`config.mk`:
```
export PLATFORM = sky130hd
export DESIGN_NAME = uart_host_regs
export DESIGN_NICKNAME = d
export VERILOG_FILES = /design/src/rtl/uart_host_pkg.sv /design/src/rtl/uht_cmd_dec.sv /design/src/rtl/uht_mode_bank.sv /design/src/rtl/uht_tx_hold.sv /design/src/rtl/uart_host_regs.sv
export SDC_FILE = /design/constraint.sdc
export NUM_CORES = 1
export LEC_CHECK = 0
export BUFFER_PORTS_ARGS = -buffer_cell sky130_fd_sc_hd__buf_2
export CAP_MARGIN = 20
export CORE_MARGIN = 1
export CORE_UTILIZATION = 56
export CTS_CLUSTER_DIAMETER = 100
export DETAILED_ROUTE_END_ITERATION = 12
export HOLD_SLACK_MARGIN = 0.03
export PLACE_DENSITY = 0.85
export SYNTH_ARGS = -nofsm -noshare
export SYNTH_HDL_FRONTEND = slang
export SYNTH_SLANG_ARGS = --single-unit
```
`constraint.sdc`:
```
create_clock -name clk -period 3.75 [get_ports clk]
set_input_delay 0.5625 -clock clk [delete_from_list [all_inputs] [get_ports clk]]
set_output_delay 0.5625 -clock clk [all_outputs]
set_load 0.01 [all_outputs]
```
`src/rtl/uart_host_pkg.sv`:
```
package uart_host_pkg;

    localparam int DEC_W    = 6;
    localparam int BYTE_W   = 8;
    localparam int NUM_MODE = 2;
    localparam int PTR_W    = $clog2(NUM_MODE);

    localparam logic [DEC_W-1:0] OFS_MODE  = 6'h00;
    localparam logic [DEC_W-1:0] OFS_STAT  = 6'h04;
    localparam logic [DEC_W-1:0] OFS_CMD   = 6'h08;
    localparam logic [DEC_W-1:0] OFS_DATA  = 6'h0C;
    localparam logic [DEC_W-1:0] OFS_INT   = 6'h14;
    localparam logic [DEC_W-1:0] OFS_BAUDA = 6'h18;
    localparam logic [DEC_W-1:0] OFS_BAUDB = 6'h1C;

    // status bit positions
    localparam int ST_RXRDY = 0;
    localparam int ST_FFULL = 1;
    localparam int ST_TXRDY = 2;
    localparam int ST_TXEMP = 3;

    // interrupt status bit positions
    localparam int IS_TX  = 0;
    localparam int IS_RX  = 1;
    localparam int IS_BRK = 2;

    // mode register one bit choosing the receive interrupt source
    localparam int MODE_RXSEL = 6;

    typedef enum logic [1:0] {
        XF_NOP  = 2'd0,
        XF_ON   = 2'd1,
        XF_OFF  = 2'd2,
        XF_RSVD = 2'd3
    } xfer_cmd_e;

    typedef enum logic [2:0] {
        MC_NOP     = 3'd0,
        MC_PTR_RST = 3'd1,
        MC_RX_RST  = 3'd2,
        MC_TX_RST  = 3'd3,
        MC_ERR_RST = 3'd4,
        MC_BRK_CLR = 3'd5,
        MC_BRK_ON  = 3'd6,
        MC_BRK_OFF = 3'd7
    } misc_cmd_e;

    typedef struct packed {
        logic ptr_rst;
        logic rx_rst;
        logic tx_rst;
        logic brk_clr;
        logic tx_on;
        logic tx_off;
        logic rx_on;
        logic rx_off;
    } cmd_act_t;

    function automatic cmd_act_t decode_cmd(input logic [BYTE_W-1:0] b);
        cmd_act_t  a;
        misc_cmd_e m;
        xfer_cmd_e t;
        xfer_cmd_e r;
        m = misc_cmd_e'(b[6:4]);
        t = xfer_cmd_e'(b[3:2]);
        r = xfer_cmd_e'(b[1:0]);
        a.ptr_rst = (m == MC_PTR_RST);
        a.rx_rst  = (m == MC_RX_RST);
        a.tx_rst  = (m == MC_TX_RST);
        a.brk_clr = (m == MC_BRK_CLR);
        a.tx_on   = (t == XF_ON);
        a.tx_off  = (t == XF_OFF);
        a.rx_on   = (r == XF_ON);
        a.rx_off  = (r == XF_OFF);
        return a;
    endfunction

endpackage

```
`src/rtl/uht_cmd_dec.sv`:
```
module uht_cmd_dec
    import uart_host_pkg::*;
(
    input  logic              cmd_we,
    input  logic [BYTE_W-1:0] cmd_byte,
    output cmd_act_t          act
);
    cmd_act_t raw;

    always_comb begin
        raw = decode_cmd(cmd_byte);
        act = cmd_we ? raw : '0;
    end
endmodule

```
`src/rtl/uht_mode_bank.sv`:
```
module uht_mode_bank
    import uart_host_pkg::*;
(
    input  logic              clk,
    input  logic              rst,
    input  logic              mode_we,
    input  logic [BYTE_W-1:0] mode_wdata,
    input  logic              ptr_rst,
    output logic [BYTE_W-1:0] mode_sel,
    output logic [BYTE_W-1:0] mode_first
);
    logic [BYTE_W-1:0] regs_q [NUM_MODE];
    logic [PTR_W-1:0]  ptr_q;

    for (genvar g = 0; g < NUM_MODE; g++) begin : g_mode
        always_ff @(posedge clk) begin
            if (rst)
                regs_q[g] <= '0;
            else if (mode_we && ptr_q == PTR_W'(g))
                regs_q[g] <= mode_wdata;
        end
    end

    always_ff @(posedge clk) begin
        if (rst)
            ptr_q <= '0;
        else if (mode_we)
            ptr_q <= PTR_W'(NUM_MODE - 1);
        else if (ptr_rst)
            ptr_q <= '0;
    end

    assign mode_sel   = regs_q[ptr_q];
    assign mode_first = regs_q[0];

    p_mode_ptr_adv_r3: assert property (@(posedge clk) disable iff (rst)
        mode_we |=> (ptr_q == PTR_W'(NUM_MODE - 1)));
    p_mode_ptr_back_r3: assert property (@(posedge clk) disable iff (rst)
        (ptr_rst && !mode_we) |=> (ptr_q == '0));
endmodule

```
`src/rtl/uht_tx_hold.sv`:
```
module uht_tx_hold
    import uart_host_pkg::*;
(
    input  logic              clk,
    input  logic              rst,
    input  logic              data_we,
    input  logic [BYTE_W-1:0] data_in,
    input  logic              tx_on,
    input  logic              tx_off,
    input  logic              tx_rst,
    output logic              tx_en,
    output logic              tx_empty,
    output logic              tx_valid,
    output logic [BYTE_W-1:0] tx_data
);
    logic [BYTE_W-1:0] hold_q;

    always_ff @(posedge clk) begin
        if (rst) begin
            tx_en    <= 1'b0;
            tx_empty <= 1'b1;
            tx_valid <= 1'b0;
            tx_data  <= '0;
            hold_q   <= '0;
        end else begin
            tx_valid <= 1'b0;
            // misc reset first, then the transmit subfield of the same byte
            if (tx_rst) tx_en <= 1'b0;
            if (tx_on)
                tx_en <= 1'b1;
            else if (tx_off)
                tx_en <= 1'b0;

            if (data_we) begin
                hold_q   <= data_in;
                tx_empty <= 1'b0;
            end else if (tx_rst) begin
                tx_empty <= 1'b1;
            end else if (tx_en && !tx_empty) begin
                tx_valid <= 1'b1;
                tx_data  <= hold_q;
                tx_empty <= 1'b1;
            end
        end
    end

    p_tx_pulse_empty_r7: assert property (@(posedge clk) disable iff (rst)
        tx_valid |-> tx_empty);
    p_tx_single_r7: assert property (@(posedge clk) disable iff (rst)
        tx_valid |=> !tx_valid);
    p_tx_write_clears_r7: assert property (@(posedge clk) disable iff (rst)
        data_we |=> !tx_empty);
    p_tx_enable_r4: assert property (@(posedge clk) disable iff (rst)
        tx_on |=> tx_en);
    p_tx_reset_r6: assert property (@(posedge clk) disable iff (rst)
        (tx_rst && !tx_on && !data_we) |=> (!tx_en && tx_empty));
endmodule

```
`src/rtl/uart_host_regs.sv`:
```
module uart_host_regs
    import uart_host_pkg::*;
#(
    parameter int ADDR_W = 8
) (
    input  logic              clk,
    input  logic              rst,
    input  logic              rd_en,
    input  logic              wr_en,
    input  logic [ADDR_W-1:0] addr,
    input  logic [7:0]        wdata,
    output logic [7:0]        rdata,
    output logic              irq,
    input  logic [7:0]        baud_a,
    input  logic [7:0]        baud_b,
    input  logic              rx_nonempty,
    input  logic              rx_full,
    input  logic [7:0]        rx_head,
    output logic              rx_pop,
    output logic              rx_flush,
    output logic              rx_en,
    input  logic              brk_evt,
    output logic              tx_valid,
    output logic [7:0]        tx_data
);
    logic [DEC_W-1:0]  ofs;
    cmd_act_t          act;
    logic [BYTE_W-1:0] mode_sel, mode_first;
    logic              tx_en_w, tx_empty_w;
    logic              brk_q;
    logic [BYTE_W-1:0] imr_q;
    logic [BYTE_W-1:0] status, isr, rd_mux;
    logic              sel_mode_w, sel_cmd_w, sel_data_w, sel_int_w;

    assign ofs        = addr[DEC_W-1:0];
    assign sel_mode_w = wr_en && (ofs == OFS_MODE);
    assign sel_cmd_w  = wr_en && (ofs == OFS_CMD);
    assign sel_data_w = wr_en && (ofs == OFS_DATA);
    assign sel_int_w  = wr_en && (ofs == OFS_INT);

    uht_cmd_dec u_dec (
        .cmd_we   (sel_cmd_w),
        .cmd_byte (wdata),
        .act      (act)
    );

    uht_mode_bank u_mode (
        .clk        (clk),
        .rst        (rst),
        .mode_we    (sel_mode_w),
        .mode_wdata (wdata),
        .ptr_rst    (act.ptr_rst),
        .mode_sel   (mode_sel),
        .mode_first (mode_first)
    );

    uht_tx_hold u_tx (
        .clk      (clk),
        .rst      (rst),
        .data_we  (sel_data_w),
        .data_in  (wdata),
        .tx_on    (act.tx_on),
        .tx_off   (act.tx_off),
        .tx_rst   (act.tx_rst),
        .tx_en    (tx_en_w),
        .tx_empty (tx_empty_w),
        .tx_valid (tx_valid),
        .tx_data  (tx_data)
    );

    // receiver enable: misc reset, then receive subfield
    always_ff @(posedge clk) begin
        if (rst) begin
            rx_en <= 1'b0;
        end else begin
            if (act.rx_rst) rx_en <= 1'b0;
            if (act.rx_on)
                rx_en <= 1'b1;
            else if (act.rx_off)
                rx_en <= 1'b0;
        end
    end
    assign rx_flush = act.rx_rst;

    // delta-break flag, a new event wins over a clear
    always_ff @(posedge clk) begin
        if (rst)
            brk_q <= 1'b0;
        else if (brk_evt)
            brk_q <= 1'b1;
        else if (act.brk_clr)
            brk_q <= 1'b0;
    end

    always_ff @(posedge clk) begin
        if (rst)
            imr_q <= '0;
        else if (sel_int_w)
            imr_q <= wdata;
    end

    always_comb begin
        status           = '0;
        status[ST_RXRDY] = rx_nonempty;
        status[ST_FFULL] = rx_full;
        status[ST_TXRDY] = tx_en_w;
        status[ST_TXEMP] = tx_empty_w;

        isr         = '0;
        isr[IS_TX]  = tx_en_w;
        isr[IS_RX]  = mode_first[MODE_RXSEL] ? rx_full : rx_nonempty;
        isr[IS_BRK] = brk_q;
    end

    assign irq = |(isr & imr_q);

    always_comb begin
        case (ofs)
            OFS_MODE:  rd_mux = mode_sel;
            OFS_STAT:  rd_mux = status;
            OFS_DATA:  rd_mux = rx_nonempty ? rx_head : '0;
            OFS_INT:   rd_mux = isr;
            OFS_BAUDA: rd_mux = baud_a;
            OFS_BAUDB: rd_mux = baud_b;
            default:   rd_mux = '0;
        endcase
    end

    assign rx_pop = rd_en && (ofs == OFS_DATA) && rx_nonempty;

    always_ff @(posedge clk) begin
        if (rst)
            rdata <= '0;
        else if (rd_en)
            rdata <= rd_mux;
    end

    p_pop_guard_r9: assert property (@(posedge clk) disable iff (rst)
        rx_pop |-> (rx_nonempty && rd_en));
    p_flush_rx_off_r6: assert property (@(posedge clk) disable iff (rst)
        rx_flush |=> (!rx_en || $past(wdata[1:0] == 2'b01)));
    p_brk_set_r10: assert property (@(posedge clk) disable iff (rst)
        brk_evt |=> isr[IS_BRK]);
    p_irq_masked_r11: assert property (@(posedge clk) disable iff (rst)
        irq |-> (imr_q != '0));
    p_rdata_hold_r12: assert property (@(posedge clk) disable iff (rst)
        !rd_en |=> $stable(rdata));
endmodule

```
Word level (Yosys, flattened, before mapping)
Memory sizes are Yosys's and may differ from the RTL's. A register that Yosys moved wholly into a read port is not among the register bits.
Cells that the tools add are included.
{"block": "word_totals", "regBits": 38, "latch_bits": 0, "mem_bits_rw": 16, "mem_bits_ro": 0, "inputBits": 47, "output_inout_bits": 21, "elab_cells": 80, "memories": 1}
{"memory": "u_mode.regs_q", "depth": 2, "width": 8, "rd": 2, "rd_ports_with_merged_regs": 1, "wr": 2, "line_no": "uht_mode_bank.sv:12", "rtl": "logic [BYTE_W-1:0] regs_q [NUM_MODE];"}
{"block": "classes", "n_addsub": 0, "n_mul": 0, "div": 0, "n_lt_le_gt_ge": 0, "eq_ne": 14, "shifts": 0, "muxes": 30, "bitwise_logic": 6, "n_reduce_logical": 19}
{"operator": "$pmux 8 s6", "n": 1}
{"operator": "$mux 8", "n": 4}
{"operator": "$mux 1", "n": 25}
{"operator": "$eq 6x5->1 const B", "n": 3}
{"operator": "$eq 6x4->1 const B", "n": 2}
{"operator": "$logic_and 1x1->1", "n": 9}
{"operator": "$reduce_bool 3->1", "n": 3}
{"operator": "$and 3x8->8", "n": 1}
{"operator": "$reduce_or 8->1", "n": 1}
{"operator": "$eq 3x2->1 const B", "n": 2}
{"operator": "$eq 6x3->1 const B", "n": 1}
{"operator": "$logic_not 6->1", "n": 1}
{"operator": "$eq 2x1->1 const B", "n": 2}
{"operator": "$eq 2x2->1 const B", "n": 2}
{"operator": "$reduce_bool 2->1", "n": 2}
{"operator": "$eq 3x1->1 const B", "n": 1}
{"operator": "$eq 3x3->1 const B", "n": 1}
{"operator": "$not 1->1", "n": 3}
{"operator": "$reduce_and 3->1", "n": 1}
{"operator": "$reduce_or 3->1", "n": 1}
{"operator": "$or 1x1->1", "n": 2}
{"operator": "$logic_not 1->1", "n": 1}

Logic depth before layout (Yosys ltp)
Gate-level depths: netlist (run 1).
{"block": "depth", "ltp_word": 7, "ltp_mapped": 6, "mapped_depth_nobuf": 4}

Modules after synthesis
A second synthesis (run 1) with hierarchy kept.
{"block": "unflattened", "cells_unflattened": 245, "area_unflattened_um2": 2603.7}
{"module": "uart_host_regs", "n_inst": 1, "cells_per_inst": 107, "area_each_um2": 889.6, "seq_area_each_um2": 260.2}
{"module": "uht_mode_bank", "n_inst": 1, "cells_per_inst": 60, "area_each_um2": 862.1, "seq_area_each_um2": 520.5}
{"module": "uht_tx_hold", "n_inst": 1, "cells_per_inst": 70, "area_each_um2": 764.5, "seq_area_each_um2": 380.4}
{"module": "uht_cmd_dec", "n_inst": 1, "cells_per_inst": 8, "area_each_um2": 87.6, "seq_area_each_um2": 0.0}

Worst setup path before layout (run 1)
No wires, ideal clock.
{"block": "synth_path", "path_type": "in2reg", "from": "in addr[5]", "to": "mem u_mode.regs_q[0][0], enable pin", "setup_time_ps": 374, "arrival_time_ps": 1682, "required_ps": 3376, "slack_ps": 1695, "cell_stages": 4, "path_buffers": 1, "path_cell_list": "nor4_4 -> buf_4 -> nand3_2 -> o21ai_1"}
{"element": "start, declared", "line_no": "uart_host_regs.sv:10", "rtl": "input logic [ADDR_W-1:0] addr,"}
{"element": "end, declared", "line_no": "uht_mode_bank.sv:12"}

Worst setup path after layout (run 1)
{"block": "layout_path", "from": "in addr[5]", "to": "out rx_flush"}
{"block": "layout_between", "elab_chain_cells": 3}
{"element": "$eq 6x4->1", "line_no": "uart_host_regs.sv:37", "rtl": "assign sel_cmd_w = wr_en && (ofs == OFS_CMD);"}
{"element": "$logic_and 1x1->1", "line_no": "uart_host_regs.sv:37"}
{"element": "$mux 8", "line_no": "uht_cmd_dec.sv:12", "rtl": "act = cmd_we ? raw : '0;"}
{"element": "end, declared", "line_no": "uart_host_regs.sv:20", "rtl": "output logic rx_flush,"}
No other way between the ends.

==> out/qor.csv, run 1 <==
metric;value;unit
status;completed;
grtUsageTotal;0.227;
finalPower;0.970;mW
cts_setup_buffers;0;
crit_path_start_kind;input port;
grt_max_degree;33;
drt-initial-drc-count;82;
die_w;67.9;um
num_vias;1902;
cts_hold_buf;0;
clk_path_buf_depth;2;
path_clk_slew;0.08;ns
syn-cell-area;2430;sq um
pwr_density_cell;342;nW/um^2
muxShareOfSynthArea;0.153;
setup_viol;0;
coreArea;4090;sq um
cts_resized;0;
yosysSeqAreaShare;0.477;
setup-tns-final;0;ns
cp_data_arrival_time;1.94;ns
synth-compound-area-share;0.107;
place_inst;336;
synth_edf_count;16;
p_leak;1.20;nW
rr_endpoint;u_mode.regs_q[1][6];
ys_ff_latch;50;
ys.flop_type;dfxtp_1;
drc;0;
grt_pass1_vias;1705;
fmax;399;MHz
viasPerCell;5.53;
relSlewSlack;0.534;
synth_xor_area_frac;0;
clock-sinks;50;
synth_area_leaders;dfxtp_1 28%, edfxtp_1 20%, mux2i_1 15%;
cts_tree;built;
synth_top_area_frac;0.280;
postSynthCellCount;235;
whs_path_depth;2;
dr.pass1.iters;5;
cts_root_buffer;clkbuf_8;
synthAdderAreaFrac;0;
yosys-top-cells-count;36 x mux2i_1, 34 x dfxtp_1, 27 x nand2_1;
syn_area_per_cell;10.4;sq um
path_class;in -> out;
ys_async_sr_fraction;0;
skew;0.00528;ns
synth_top_area_cell;dfxtp_1;
syn_nets;282;
clk_latency;0.31;ns
ff2ff_setup_slack;2.26;ns
synth.most_common_cell;mux2i_1;
finalMaxSlewViolations;0;
end_kind;primary output;
hp-start;u_tx.tx_data[7];
wl_per_cell;14.1;um
antenna_left;0;
gp_congestion;0.830;
final_net_count;340;
worst_pin_slew;0.694;ns
fp.dieH;67.9;um
required;3.19;ns
whs_endpoint;u_tx.tx_data[7];
routed_wl;4860;um
grt_pass1_wl;7670;um
die_area;4610;sq um
dp_hpwl;3620;um
synth_top_family_by_area;simple AND/OR/NAND/NOR gates;
grt_overflow;0;
ios;68;
fin_crit_sh;0.668;
hold_viol;0;
start_util;0.595;
ir_drop;0.290;mV
reg2reg_depth;2;
reg2reg_from;u_mode.ptr_q;
critical_path.max_fanout;11;
yosys_warnings;0;
ys_types;48;
num_rows;23;
drv_cap;0;
hold_class;reg -> reg;
cts_max_level;2;
rsz0062_at_grt;no;
yosys.area_share.simple;0.222;
area_growth;16.6;%
diodes;0;
antenna_found_initial;0;
drive_gt1_frac;0.282;
port-buffer-count;65;
final_cells;344;
cts_buffers;5;
period_needed;2.50;ns
cells by family (layout without fill, tap and decap cells):
logic type	count (synthesis)	in the layout
simple gates	95	95
flops	50	50
mux	37	37
compound gates	31	31
buf+inv	22	81
worst max-delay path, cell delays in order:
cell and delay [ns]:
buf_2 0.14, nor4_4 0.64, nand3b_2 0.28, nor2_1 0.17, buf_2 0.14
worst max-delay path by stage:
| stage | start | to | depth (start not counted) |
|---|---|---|---|
| final | addr[5] | rx_flush | 5 |
| after global routing | addr[5] | rx_flush | 5 |
| after CTS | addr[5] | rx_flush | 5 |
| after detailed placement | addr[5] | u_mode.regs_q[1][5] | 4 |
| after global placement | addr[5] | u_mode.regs_q[0][4] | 4 |
| after floorplan | addr[5] | u_mode.regs_q[0][0] | 4 |
metal layers:
layer  GRT usage  share of wire  up-vias
met1       0.279           0.46      872
li1            -              -      969
met3      0.0550          0.055        6
met2       0.380           0.47       55
met5           0              0        -
met4      0.0911          0.014        0
final cells by class:
class | instances | area [sq um]
clock buffer | 6 | 72.6
fill | 327 | 1250
sequential | 50 | 1160
clock inverter | 2 | 10.0
inverter | 7 | 26.3
tap | 50 | 62.6
multi-input combinational | 163 | 1170
timing repair buffer | 66 | 333
sequential cells by signal (all words and copies together), names as in the netlist, named ones only:
register       count
u_tx.hold_q        8
u_tx.tx_data       8
imr_q              3
rdata              8
u_mode.ptr_q       1
u_tx.tx_valid      1
u_mode.regs_q     16
brk_q              1
rx_en              1
u_tx.tx_en         1
u_tx.tx_empty      1
report_power, final:
group	switching, mW	internal, mW
clock network	0.171	0.129
registers	0.00530	0.569
logic	0.0552	0.0395
total	0.232	0.738
through the flow:
step	instance area, sq um	hold WS (ns)	utilization	setup slack [ns]
2_1_floorplan	2430	0.438	-	1.69
3_3_place_gp	2750	0.443	0.674	1.11
3_5_place_dp	2750	0.450	0.674	1.06
4_1_cts	2840	0.468	0.694	1.24
5_1_grt	2840	0.495	0.694	1.10
6_report	2840	0.466	0.694	1.25
cells in the final DEF (no fill, tap or decap), types with 6 or more instances in the layout:
cell type	count
nand3_1	6
a311oi_1	6
and2_1	15
buf_2	65
nor2_1	22
nand2_1	27
edfxtp_1	16
mux2i_1	36
inv_1	7
dfxtp_1	34
No activity file was read; power rests on OpenSTA's default activity.
==> inputs of run 2 (changes only) <==
--- a/config.mk
+++ b/config.mk
@@ -5,14 +5,15 @@
 export SDC_FILE = /design/constraint.sdc
 export NUM_CORES = 1
 export LEC_CHECK = 0
+export ABC_AREA = 1
 export BUFFER_PORTS_ARGS = -buffer_cell sky130_fd_sc_hd__buf_2
 export CAP_MARGIN = 20
 export CORE_MARGIN = 1
-export CORE_UTILIZATION = 56
+export CORE_UTILIZATION = 47
 export CTS_CLUSTER_DIAMETER = 100
 export DETAILED_ROUTE_END_ITERATION = 12
 export HOLD_SLACK_MARGIN = 0.03
-export PLACE_DENSITY = 0.85
+export PLACE_DENSITY = 0.75
 export SYNTH_ARGS = -nofsm -noshare
 export SYNTH_HDL_FRONTEND = slang
 export SYNTH_SLANG_ARGS = --single-unit
==> constraint.sdc (replaced) <==
create_clock -name clk -period 2.3 [get_ports clk]
set_input_delay 0.345 -clock clk [delete_from_list [all_inputs] [get_ports clk]]
set_output_delay 0.345 -clock clk [all_outputs]
set_load 0.01 [all_outputs]
==> out/qor.csv, run 2 <==
metric;value;unit;change
fmax;593;MHz;
drt-initial-drc-count;97;;+18%
antenna_left;0;;unchanged
cts_buffers;5;;unchanged
p_sw_frac;0.242;;+0.00307
finalPower;1.62;mW;+67%
antenna_found_initial;0;;unchanged
p_leak;1.57;nW;+31%
clkPwrFrac;0.331;;+0.021
ys_types;23;;-52%
p_switching;0.392;mW;+69%
ios;68;;unchanged
final_core_util;0.591;;-0.103
path_clk_slew;0.09;ns;about the same
rsz0062_at_grt;no;;
fp.dieH;75.5;um;+11%
skew;0.00862;ns;+0.00334 ns
cts_root_buffer;clkbuf_8;;
syn_nets;400;;+42%
crit_start;addr[1];;
clk_latency;0.30;ns;about the same
grtUsageTotal;0.213;;-0.0133
finalMaxSlewViolations;0;;unchanged
worst_pin_slew;0.575;ns;-0.119 ns
coreArea;5140;sq um;+26%
cts_setup_buffers;0;;unchanged
ys_ff_latch;50;;unchanged
path_class;in -> out;;
setup_viol;0;;unchanged
area_growth;19.7;%;
die_w;75.5;um;+11%
synth.most_common_cell;nand2_1;;
final_net_count;469;;+38%
grt_pass1_wl;8960;um;+17%
cts_resized;0;;unchanged
yosys_warnings;0;;unchanged
ff2ff_setup_slack;1.01;ns;-1.25 ns
grt_max_degree;18;;-45%
die_area;5700;sq um;+24%
wl_per_cell;11.8;um;-17%
start_util;0.494;;-0.102
num_vias;2394;;+26%
synth_edf_count;16;;unchanged
ys.flop_type;dfxtp_1;;
holdWs;0.282;ns;-0.184 ns
period_needed;1.69;ns;
postSynthCellCount;353;;+50%
p_comb_frac;0.095;;-0.003
synth-compound-area-share;0.0947;;-0.0123
cts_max_level;2;;unchanged
port-buffer-count;65;;unchanged
clk_path_buf_depth;2;;unchanged
hold_viol;0;;unchanged
dp_hpwl;4430;um;+22%
dpl_cell_area;2940;sq um;+6.8%
diodes;0;;unchanged
synth_xor_area_frac;0;;unchanged
hold_class;in -> reg;;
drive_gt1_frac;0.220;;-0.0625
gp_congestion;0.857;;+3.2%
ir_drop;0.377;mV;+30%
status;completed;;
muxShareOfSynthArea;0;;-0.153
grt_overflow;0;;unchanged
mostFrequentLayoutCell;nand2_1;;
num_rows;26;;+13%
required;1.96;ns;-1.23 ns
relSlewSlack;0.616;;+0.0820
dr.pass1.iters;4;;-1
syn_area_per_cell;7.19;sq um;-31%
clock-sinks;50;;unchanged
critical_path.max_fanout;6;;-5
ys_async_sr_fraction;0;;unchanged
viasPerCell;4.86;;-12%
crit_path_start_kind;input port;;
cell_internal_pwr;1.23;mW;+67%
drc;0;;unchanged
rr_endpoint;rdata[3];;
cts_hold_buf;0;;unchanged
cts_tree;built;;
setup-tns-final;0;ns;unchanged
synth_top_area_cell;dfxtp_1;;
fin_crit_sh;0.734;;
whs_path_depth;3;;+1
synthAdderAreaFrac;0;;unchanged
synth_area_leaders;dfxtp_1 27%, edfxtp_1 19%, nand2_1 13%;;
end_kind;primary output;;
yosys.area_share.simple;0.349;;+0.127
drv_cap;0;;unchanged
fin_area;3040;sq um;+7.1%
yosys-top-cells-count;89 x nand2_1, 54 x nor2_1, 52 x inv_1;;
pwr_density_cell;534;nW/um^2;+56%
grt_pass1_vias;2014;;+18%
syn-cell-area;2540;sq um;+4.3%
synth_top_area_frac;0.268;;-0.0116
cp_data_arrival_time;1.34;ns;-0.60 ns
mostFrequentLayoutCells;89 x nand2_1, 65 x buf_2, 54 x nor2_1, 52 x inv_1, 34 x dfxtp_1;;
pwr-share-seq;0.575;;-0.017
routed_wl;5810;um;+19%
largest_register;u_mode.regs_q;;
largest_reg_flops;16;;unchanged
nFillCells;500;;+53%
reg2reg_depth;5;;+3
whs_endpoint;brk_q;;
yosysSeqAreaShare;0.458;;-0.0198
hp-start;brk_evt;;
synth_top_family_by_area;simple AND/OR/NAND/NOR gates;;
-- run 2: cell count changes in the layout (fill, tap and decap cells not counted), sizes merged, moves of 20 or more --
cell | before | now
mux2i | 36 | 0
inv | 7 | 54
o21ai | 3 | 28
nand2 | 28 | 92
nor2 | 22 | 61
nand3 | 7 | 35
a21oi | 0 | 20
-- run 2: layout make-up --
class,count,area (sq um),area share
clock inverters,1,8.76,0.00288
flip-flops and latches,50,1160,0.382
multi-input cells,241,1130,0.371
inverters,54,204,0.0672
clock buffers,7,86.3,0.0284
well taps,70,87.6,0.0288
repair buffers,70,363,0.119
-- run 2: worst max-delay path: stages --
cell,delay [ns]
buf_2,0.11
nor2_2,0.20
nand2_4,0.13
nor2_4,0.20
nand4_1,0.15
inv_1,0.07
buf_2,0.12
-- run 2: cell families after synthesis --
group                  Yosys count
buffers and inverters           62
and+or+nand+nor                193
DFF                             50
AOI/OAI and AO/OA               48
-- run 2: worst max path at each step --
stage	end	cells past startpoint	slack, ns
finish	rx_flush	7	0.61
global route	rx_pop	6	0.53
CTS	rx_flush	7	0.60
detailed placement	u_mode.regs_q[0][7]	7	0.44
global placement	u_mode.regs_q[0][7]	7	0.47
floorplan	u_mode.regs_q[0][0]	5	0.36
-- run 2: power by group through the flow --
stage | Clock, mW | Combinational [mW] | Sequential, mW
2_1_floorplan | 0 | 0.0734 | 0.953
3_3_place_gp | 0 | 0.152 | 0.952
3_5_place_dp | 0 | 0.153 | 0.953
4_1_cts | 0.549 | 0.154 | 0.932
5_1_grt | 0.584 | 0.172 | 0.934
6_report | 0.536 | 0.154 | 0.932
-- run 2: through the flow --
stage / setup slack, ns / instances
after floorplan: 0.356 / 353
after detailed placement: 0.445 / 485
final: 0.613 / 493
after global routing: 0.534 / 493
after global placement: 0.474 / 485
after CTS: 0.605 / 493
-- run 2: per-layer routing --
metal | part of all wire | global-route usage
met1 | 0.45 | 0.269
met2 | 0.47 | 0.370
met3 | 0.065 | 0.0238
met4 | 0.015 | 0.0947
met5 | 0 | 0
==> inputs of run 3 (changes only) <==
==> constraint.sdc (replaced) <==
create_clock -name clk -period 1.44 [get_ports clk]
set_input_delay 0.216 -clock clk [delete_from_list [all_inputs] [get_ports clk]]
set_output_delay 0.216 -clock clk [all_outputs]
set_load 0.01 [all_outputs]
==> out/qor.csv, run 3 (same netlist as run 2, synthesis figures left out) <==
metric;value;unit;change
relSlewSlack;0.710;;+0.0938
skew;0.0111;ns;+0.00248 ns
die_area;5700;sq um;unchanged
critical_path.max_fanout;2;;-4
grt_overflow;0;;unchanged
worst_pin_slew;0.434;ns;-0.141 ns
grt_pass1_vias;2101;;+4.3%
pwr_density_cell;828;nW/um^2;+55%
mostFrequentLayoutCells;88 x nand2_1, 65 x buf_2, 53 x nor2_1, 52 x inv_1, 34 x dfxtp_1;;
antenna_left;0;;unchanged
dpl_cell_area;3050;sq um;+3.8%
hold_class;in -> reg;;
cp_data_arrival_time;1.20;ns;-0.14 ns
dp_hpwl;4590;um;+3.6%
finalMaxSlewViolations;0;;unchanged
num_vias;2445;;+2.1%
grt_pass1_wl;9250;um;+3.2%
cts_root_buffer;clkbuf_8;;
p_comb_frac;0.103;;+0.008
status;completed;;
period_needed;1.42;ns;
pwr-share-seq;0.566;;-0.009
cts_hold_buf;0;;unchanged
largest_reg_flops;16;;unchanged
cts_tree;built;;
ios;68;;unchanged
clk_latency;0.32;ns;+0.02 ns
antenna_found_initial;0;;unchanged
num_rows;26;;unchanged
fmax;704;MHz;
setup-tns-final;0;ns;unchanged
ir_drop;0.645;mV;+71%
area_growth;25.2;%;
grtUsageTotal;0.223;;+0.00912
cts_buffers;5;;unchanged
p_switching;0.685;mW;+75%
coreArea;5140;sq um;unchanged
drc;0;;unchanged
final_cells;510;;+3.4%
drive_gt1_frac;0.261;;+0.0415
clkPwrFrac;0.331;;about the same
clk_path_buf_depth;2;;unchanged
cell_internal_pwr;1.95;mW;+58%
path_class;reg -> out;;
nFillCells;503;;+0.60%
end_kind;primary output;;
required;1.22;ns;-0.74 ns
fp.dieH;75.5;um;unchanged
fin_area;3180;sq um;+4.6%
drt-initial-drc-count;107;;+10%
grt_max_degree;21;;+3
place_inst;499;;+2.9%
p_leak;1.66;nW;+5.4%
path_clk_slew;0.11;ns;+0.02 ns
clock-sinks;50;;unchanged
mostFrequentLayoutCell;nand2_1;;
routed_wl;6000;um;+3.3%
cts_max_level;2;;unchanged
crit_path_start_kind;flip-flop;;
p_sw_frac;0.260;;+0.0185
wl_per_cell;11.8;um;-0.19%
finalPower;2.63;mW;+62%
final_core_util;0.618;;+0.0273
rsz0062_at_grt;yes;;
port-buffer-count;65;;unchanged
hold_viol;0;;unchanged
viasPerCell;4.79;;-1.3%
largest_register;u_mode.regs_q;;
setup_viol;0;;unchanged
dr.pass1.iters;4;;unchanged
diodes;0;;unchanged
final_net_count;486;;+3.6%
gp_congestion;0.855;;-0.22%
fin_crit_sh;0.986;;
drv_cap;0;;unchanged
start_util;0.494;;unchanged
die_w;75.5;um;unchanged
==> run 3: changes by cell type in the layout (fill, tap and decap cells not counted), sizes merged <==
cell | before | now
clkinv | 1 | 2
clkbuf | 7 | 5
inv | 54 | 55
buf | 70 | 87
==> run 3: area by class of cell <==
type	instances	area, sq um	share of cell area
flip-flops and latches	50	1160	0.365
multi-input cells	241	1140	0.358
repair buffers	87	490	0.154
inverters	54	204	0.0642
well taps	70	87.6	0.0276
clock buffers	5	68.8	0.0217
clock inverters	3	26.3	0.00827
==> run 3: power groups by stage <==
stage                     combinational (mW)  sequential (mW)  clock [mW]
after floorplan                        0.119             1.52           0
after detailed placement               0.264             1.52           0
after global placement                 0.261             1.52           0
after CTS                              0.266             1.49       0.885
after global routing                   0.301             1.49       0.930
final                                  0.271             1.49       0.870
==> run 3: per-layer routing <==
metal	vias to the layer above	wire, um	track usage
li1	1282	-	-
met1	1087	2700	0.267
met2	70	2900	0.406
met3	6	311	0.0397
met4	0	80	0.0679
met5	-	0	0
==> run 3: path summary, 6_finish.rpt <==
kind | cells past startpoint | endpoint | slack (ns) | from
worst max register to register | 5 | rdata[1] | 0.21 | flip-flop
worst max-delay path | 6 | irq | 0.02 | u_mode.regs_q[0][6]
worst min-delay path | 3 | brk_q | 0.14 | brk_evt
worst min register to register | 2 | rx_en | 0.46 | rx_en
==> run 3: repair_timing <==
item                       CTS  global route
setup endpoints to repair    0             3
buffers inserted             0             3
gates resized for setup      0             2
==> run 3: per-stage QoR <==
stage	hold slack (ns)	worst slack (ns)
2_1_floorplan	0.285	-0.0145
3_3_place_gp	0.449	-0.0245
3_5_place_dp	0.451	-0.0456
4_1_cts	0.135	0.00738
5_1_grt	0.141	-0.0472
6_report	0.141	0.0198
==> run 3: worst max-delay path, cell delays in order (launching register included) <==
cell      delay, ns
edfxtp_1       0.41
inv_1          0.09
nand2_1        0.06
nand2_2        0.08
nand2_1        0.05
nand3_1        0.07
buf_2          0.13
